### config.mk
export PLATFORM = sky130hd
export DESIGN_NAME = phy_ctlport_master
export DESIGN_NICKNAME = d
export VERILOG_FILES = /design/src/rtl/phy_ctl_pkg.sv /design/src/rtl/phy_poll_timer.sv /design/src/rtl/phy_strobe_bank.sv /design/src/rtl/phy_hs_seq.sv /design/src/rtl/phy_ctlport_master.sv
export SDC_FILE = /design/constraint.sdc
export NUM_CORES = 1
export LEC_CHECK = 0
export CORE_AREA = 2 2 82 84
export DETAILED_ROUTE_END_ITERATION = 8
export DIE_AREA = 0 0 84 86
export HOLD_SLACK_MARGIN = 0.05
export PLACE_DENSITY = 0.78
export SLEW_MARGIN = 20
export SYNTH_ARGS = -nofsm -noshare
export SYNTH_HDL_FRONTEND = slang
export SYNTH_HIERARCHICAL = 1
export SYNTH_SLANG_ARGS = --single-unit
### constraint.sdc
create_clock -name clk -period 3.3 [get_ports clk]
set_input_delay 0.495 -clock clk [delete_from_list [all_inputs] [get_ports clk]]
set_output_delay 0.495 -clock clk [all_outputs]
set_load 0.01 [all_outputs]
### src/rtl/phy_ctl_pkg.sv
package phy_ctl_pkg;

  typedef enum logic [1:0] {
    OP_ADDR  = 2'd0,
    OP_WRITE = 2'd1,
    OP_READ  = 2'd2,
    OP_BAD   = 2'd3
  } op_e;

  localparam int DATA_W      = 16;
  localparam int NUM_STB     = 4;
  localparam int STB_LSB     = 16;
  localparam int PD_BIT      = 20;
  localparam int CTL_W       = PD_BIT + 1;
  localparam int ACK_BIT     = 18;
  localparam int STAT_W      = ACK_BIT + 1;

  localparam logic [1:0] STB_CAPA = 2'd0;
  localparam logic [1:0] STB_CAPD = 2'd1;
  localparam logic [1:0] STB_WR   = 2'd2;
  localparam logic [1:0] STB_RD   = 2'd3;

  // which strobe a step of a command moves
  function automatic logic [1:0] step_strobe(op_e op, logic [1:0] idx);
    case (op)
      OP_WRITE: return idx[1] ? STB_WR : STB_CAPD;
      OP_READ:  return STB_RD;
      default:  return STB_CAPA;
    endcase
  endfunction

  // even steps raise, odd steps lower
  function automatic logic step_level(logic [1:0] idx);
    return ~idx[0];
  endfunction

  function automatic logic [1:0] last_step(op_e op);
    return (op == OP_WRITE) ? 2'd3 : 2'd1;
  endfunction

  // self-reset write: the rising write strobe is not acknowledged
  function automatic logic skips_ack(op_e op, logic [1:0] idx, logic [DATA_W-1:0] data);
    return (op == OP_WRITE) && (idx == 2'd2) && data[0];
  endfunction

endpackage

### src/rtl/phy_poll_timer.sv
module phy_poll_timer #(
  parameter int POLL_CYCLES = 15000,
  parameter int RETRY_LIMIT = 10
) (
  input  logic clk,
  input  logic rst_n,
  input  logic clr,
  input  logic en,
  output logic tick,
  output logic give_up
);
  localparam int CW = $clog2(POLL_CYCLES + 1);
  localparam int RW = $clog2(RETRY_LIMIT + 1);

  logic [CW-1:0] cyc_q;
  logic [RW-1:0] tries_q;

  assign tick    = en && (cyc_q == '0);
  assign give_up = tick && (tries_q == RW'(RETRY_LIMIT - 1));

  always_ff @(posedge clk) begin
    if (!rst_n || clr) begin
      cyc_q   <= '0;
      tries_q <= '0;
    end else if (tick) begin
      cyc_q   <= CW'(POLL_CYCLES - 1);
      tries_q <= tries_q + 1'b1;
    end else if (en && cyc_q != '0) begin
      cyc_q <= cyc_q - 1'b1;
    end
  end
endmodule

### src/rtl/phy_strobe_bank.sv
module phy_strobe_bank #(
  parameter int N = 4
) (
  input  logic                 clk,
  input  logic                 rst_n,
  input  logic                 clr_all,
  input  logic                 set_en,
  input  logic [$clog2(N)-1:0] sel,
  input  logic                 lvl,
  output logic [N-1:0]         stb
);
  for (genvar i = 0; i < N; i++) begin : g_stb
    always_ff @(posedge clk) begin
      if (!rst_n || clr_all)
        stb[i] <= 1'b0;
      else if (set_en && sel == ($clog2(N))'(i))
        stb[i] <= lvl;
    end
  end
endmodule

### src/rtl/phy_hs_seq.sv
module phy_hs_seq
  import phy_ctl_pkg::*;
(
  input  logic              clk,
  input  logic              rst_n,
  input  logic              cmd_valid,
  input  logic [1:0]        cmd_op,
  input  logic [DATA_W-1:0] cmd_arg,
  input  logic              ack,
  input  logic [DATA_W-1:0] phy_rd,
  input  logic              tick,
  input  logic              give_up,
  output logic              cmd_ready,
  output logic              busy,
  output logic              done,
  output logic              err,
  output logic              tmr_clr,
  output logic              tmr_en,
  output logic              stb_clr,
  output logic              stb_set,
  output logic [1:0]        stb_sel,
  output logic              stb_lvl,
  output logic [DATA_W-1:0] data_out,
  output logic [DATA_W-1:0] rd_data,
  output logic              sample_fire,
  output logic              timeout_hit
);
  typedef enum logic [2:0] {S_IDLE, S_DRIVE, S_WAIT, S_DONE, S_FAIL} st_e;

  st_e               st_q;
  op_e               op_q;
  logic [1:0]        idx_q;
  logic [DATA_W-1:0] data_q;
  logic [DATA_W-1:0] rd_q;
  logic              accept, match, step_ok;

  assign accept      = (st_q == S_IDLE) && cmd_valid;
  assign stb_sel     = step_strobe(op_q, idx_q);
  assign stb_lvl     = step_level(idx_q);
  assign match       = (ack == stb_lvl);
  assign sample_fire = (st_q == S_WAIT) && tick;
  assign step_ok     = sample_fire && match;
  assign timeout_hit = sample_fire && !match && give_up;

  assign stb_clr   = accept || timeout_hit;
  assign stb_set   = (st_q == S_DRIVE);
  assign tmr_clr   = (st_q == S_DRIVE);
  assign tmr_en    = (st_q == S_WAIT);
  assign cmd_ready = (st_q == S_IDLE);
  assign busy      = (st_q != S_IDLE);
  assign done      = (st_q == S_DONE);
  assign err       = (st_q == S_FAIL);
  assign data_out  = data_q;
  assign rd_data   = rd_q;

  always_ff @(posedge clk) begin
    if (!rst_n) begin
      st_q   <= S_IDLE;
      op_q   <= OP_ADDR;
      idx_q  <= '0;
      data_q <= '0;
      rd_q   <= '0;
    end else begin
      case (st_q)
        S_IDLE: if (cmd_valid) begin
          op_q  <= op_e'(cmd_op);
          idx_q <= '0;
          if (op_e'(cmd_op) == OP_ADDR || op_e'(cmd_op) == OP_WRITE)
            data_q <= cmd_arg;
          st_q <= (op_e'(cmd_op) == OP_BAD) ? S_FAIL : S_DRIVE;
        end
        S_DRIVE: st_q <= skips_ack(op_q, idx_q, data_q) ? S_DONE : S_WAIT;
        S_WAIT: begin
          if (step_ok) begin
            if (op_q == OP_READ && stb_lvl)
              rd_q <= phy_rd;
            if (idx_q == last_step(op_q)) begin
              st_q <= S_DONE;
            end else begin
              idx_q <= idx_q + 2'd1;
              st_q  <= S_DRIVE;
            end
          end else if (timeout_hit) begin
            st_q <= S_FAIL;
          end
        end
        default: st_q <= S_IDLE;
      endcase
    end
  end
endmodule

### src/rtl/phy_ctlport_master.sv
module phy_ctlport_master
  import phy_ctl_pkg::*;
#(
  parameter int POLL_CYCLES = 15000,
  parameter int RETRY_LIMIT = 10
) (
  input  logic              clk,
  input  logic              rst_n,
  input  logic              cmd_valid,
  output logic              cmd_ready,
  input  logic [1:0]        cmd_op,
  input  logic [DATA_W-1:0] cmd_arg,
  input  logic              pwr_down,
  output logic              busy,
  output logic              cmd_done,
  output logic              cmd_err,
  output logic [DATA_W-1:0] rd_data,
  output logic [CTL_W-1:0]  ctl_word,
  input  logic [STAT_W-1:0] stat_word
);
  logic              tick, give_up, tmr_clr, tmr_en;
  logic              stb_clr, stb_set, stb_lvl;
  logic [1:0]        stb_sel;
  logic [NUM_STB-1:0] stb;
  logic [DATA_W-1:0] data_in;
  logic              ack;
  logic              sample_fire, timeout_hit;
  logic              stat_unused_bits;

  assign ack              = stat_word[ACK_BIT];
  assign stat_unused_bits = ^stat_word[ACK_BIT-1:DATA_W];

  phy_poll_timer #(.POLL_CYCLES(POLL_CYCLES), .RETRY_LIMIT(RETRY_LIMIT)) u_tmr (
    .clk(clk), .rst_n(rst_n), .clr(tmr_clr), .en(tmr_en),
    .tick(tick), .give_up(give_up)
  );

  phy_hs_seq u_seq (
    .clk(clk), .rst_n(rst_n), .cmd_valid(cmd_valid), .cmd_op(cmd_op),
    .cmd_arg(cmd_arg), .ack(ack), .phy_rd(stat_word[DATA_W-1:0]),
    .tick(tick), .give_up(give_up), .cmd_ready(cmd_ready), .busy(busy),
    .done(cmd_done), .err(cmd_err), .tmr_clr(tmr_clr), .tmr_en(tmr_en),
    .stb_clr(stb_clr), .stb_set(stb_set), .stb_sel(stb_sel), .stb_lvl(stb_lvl),
    .data_out(data_in), .rd_data(rd_data),
    .sample_fire(sample_fire), .timeout_hit(timeout_hit)
  );

  phy_strobe_bank #(.N(NUM_STB)) u_stb (
    .clk(clk), .rst_n(rst_n), .clr_all(stb_clr), .set_en(stb_set),
    .sel(stb_sel), .lvl(stb_lvl), .stb(stb)
  );

  assign ctl_word = {pwr_down, stb, data_in};
endmodule

==> flow_metrics.tcl <==
set metrics [dict create \
    grt_pass1_vias 2310 \
    h-tree-depth 3 \
    grtUsageTotal_pct 18.54 \
    syn_area_mm2 0.002947 \
    fp.dieW_um 84 \
    synth_seq_cells 61 \
    gp_congestion 0.8080 \
    fin_cells 481 \
    cts_resized 0 \
    clk_transition_reported_paths_ns 0.07 \
    finalSetupViolations 0 \
    ir_worst_vdd_mv 0.4276 \
    clkLatencyLatePin_ns 0.33 \
    nFillCells 537 \
    clock-sinks 61 \
    final_nets 450 \
    io_pins 82 \
    critical_path_buf_inv_count 3 \
    worst_hold_path_type "reg2reg" \
    ys_types 52 \
    drc 0 \
    grt_overflow_total 0 \
    die_area_mm2 0.007224 \
    yosys_warnings 6 \
    initialDrtViolationCount 129 \
    critPathTopFamily "simple AND/OR/NAND/NOR gates" \
    rows 29 \
    core_mm2 0.006277 \
    max_cap_viol_count 0 \
    cts_tree "done" \
    max_freq_ghz 0.3879 \
    timing.slew.headroom_pct 58.73 \
    hold_slack_ns 0.4563 \
    wl_per_cell_um 13.47 \
    worst_clock_skew_ns 0.008908 \
    vias 2522 \
    dp.cells 466 \
    p_total_mw 2.322 \
    period_share_pct 78.12 \
    post_cts_buffers 0 \
    grt_max_degree 46 \
    clk_path_buf_depth 2 \
    cp_max_fo 13 \
    finalMaxSlewViolations 0 \
    power.density_mw_per_mm2 581.4 \
    post-place-ws_ns 0.7074 \
    path_cells "nor3b_4 > nor4b_4 > buf_4 > nand4_1 > buf_4 > nor3_1 > inv_1 > nor3_1 > nand2b_1 > nand3b_4 > mux2i_1" \
    cpMaxStageDelayCell "dfxtp_1" \
    worst_pin_slew_ns 0.6190 \
    hpwl_mm 4.541 \
    cts_buffers 9 \
    drt-total-wl_mm 6.477 \
    synth_cells 321 \
    power_leakage_nw 1.582 \
    drive_gt1_share_pct 8.663 \
    cts_hold_buf 0 \
    port_buffers 77 \
    dieHeight_um 86 \
    worstSetupPathType "reg2reg" \
    grt_pass1_wl_mm 10.95 \
    syn-num-nets 371 \
    syn_area_per_cell_um2 9.179 \
    cts_root_buf "clkbuf_8" \
    max_stage_delay_ns 0.43 \
    fin_ws_ns 0.7219 \
    synth_top_cell_area_share_pct 41.44 \
    startpoint_type "flip-flop" \
    layout_min_cycle_time_ns 2.578 \
    n_antenna_cell 0 \
    synthToLayoutAreaGrowth_pct 35.54 \
    end_kind "flip-flop" \
    arrival_ns 2.80 \
    grt_setup_unrepaired "no" \
    yosysTopAreaCell "dfxtp_1" \
    synthTopCellsByArea "dfxtp_1, mux2i_1, nand2_1" \
    worst-endpoint-required_ns 3.52 \
    final_antenna_net_count 0 \
    antenna_found_initial 0 \
    seq_area_frac_synth_pct 41.44 \
    tns_ns 0 \
    vias_per_cell 5.243 \
    final-hold-violation-count 0 \
    initial_core_util_pct 46.94 \
    status "completed" \
    first_pass_iters 4 \
]
[final timing paths]
check        slack (ns)  depth (start not counted)              start           endpoint
min reg2reg        0.46                          2  u_seq/data_out[1]  u_seq/data_out[1]
max                0.72                         11      u_seq/st_q[1]       u_stb/stb[0]
max reg2reg        0.72                         11      u_seq/st_q[1]       u_stb/stb[0]
min                0.46                          2  u_seq/data_out[1]  u_seq/data_out[1]
[final cells by class]
type / instances / area (um^2) / share of cell area [%]
Multi-Input combinational cell: 231 / 1594 / 39.91
Clock buffer: 10 / 137.6 / 3.446
Clock inverter: 5 / 75.07 / 1.880
Tap cell: 77 / 96.34 / 2.412
Sequential cell: 61 / 1221 / 30.58
Timing Repair Buffer: 83 / 815.8 / 20.43
Inverter: 14 / 53.80 / 1.347
[cells in the mapped netlist, drive strengths merged]
cell type,instances
nor4,2
a211oi,1
mux2i,22
or2,2
a2111o,1
nor4b,2
nor2,12
a31oi,5
nand2b,5
dfxtp,61
a41oi,1
o31ai,2
nand2,48
a21boi,19
xor2,8
and2,1
clkbuf,9
nor3b,5
nand3,8
or4b,2
and4b,1
inv,13
o311ai,1
a32oi,2
buf,6
o221ai,1
a22oi,1
a21oi,12
nand4,6
or3,3
clkinv,1
nor2b,19
o21ai,11
nand4b,1
nand3b,7
and3b,1
nor3,7
ha,9
a41o,1
o21a,2
[worst register-to-register path, delay by kind of cell, from the launching register on]
kind | cells | cell delay [ns]
buffers and inverters | 3 | 0.49
flip-flops | 1 | 0.43
multiplexers | 1 | 0.07
AND/OR/NAND/NOR | 7 | 1.47
[stage by stage]
stage	util, %	instance area [um^2]
after floorplan	-	2947
after global placement	60.24	3781
after detailed placement	60.24	3781
after CTS	63.62	3994
after global routing	63.62	3994
final	63.62	3994
[where the power goes]
group / switching [mW] / leakage [nW] / total (mW) / internal (mW)
logic: 0.370 / 0.976 / 0.687 / 0.317
clock network: 0.287 / 0.112 / 0.724 / 0.438
registers: 0.0919 / 0.494 / 0.910 / 0.818
total: 0.749 / 1.58 / 2.32 / 1.57
[layout by cell type, fill, tap and decap left out, types with 3 or more instances in the layout]
cell,instances
or3_1,3
buf_4,6
nand3b_1,6
inv_1,13
nor2b_1,19
a21boi_0,6
clkdlybuf4s50_1,77
clkbuf_8,10
xor2_1,8
clkinv_2,4
nor2_1,11
a21boi_1,13
a31oi_1,5
nand4_1,5
a21oi_1,12
nor3_1,7
o21ai_0,11
dfxtp_1,61
nor3b_1,3
nand3_1,8
ha_1,9
nand2_1,46
mux2i_1,22
nand2b_1,5
[state kept, by name, summed over array words and instances (netlist names)]
| register | count |
|---|---|
| u_stb/stb | 4 |
| u_seq/rd_data | 16 |
| u_seq/st_q | 3 |
| u_tmr/tries_q | 4 |
| u_seq/op_q | 2 |
| u_seq/data_out | 16 |
| u_tmr/cyc_q | 14 |
| u_seq/idx_q | 2 |
[metal layers]
metal  up-vias  wire length [um]  share of wire, %  GRT usage (%)
met5         -                 0                 0              0
met4         0                54              0.83          4.839
met3         7               418               6.5          7.603
met2        53              3152                49          30.18
met1      1192              2852                44          22.90
li1       1270                 -                 -              -
[logic make-up (layout without fill, tap and decap cells)]
family	count (synthesis)	in the layout	synth area share, %
compound gates	60	60	13.72
xor+xnor	8	8	2.378
fa+ha+maj	9	9	3.822
buf+inv	29	112	4.458
flops	61	61	41.44
mux	22	22	7.473
simple gates	132	132	26.71
No activity file was read; power rests on OpenSTA's default activity.
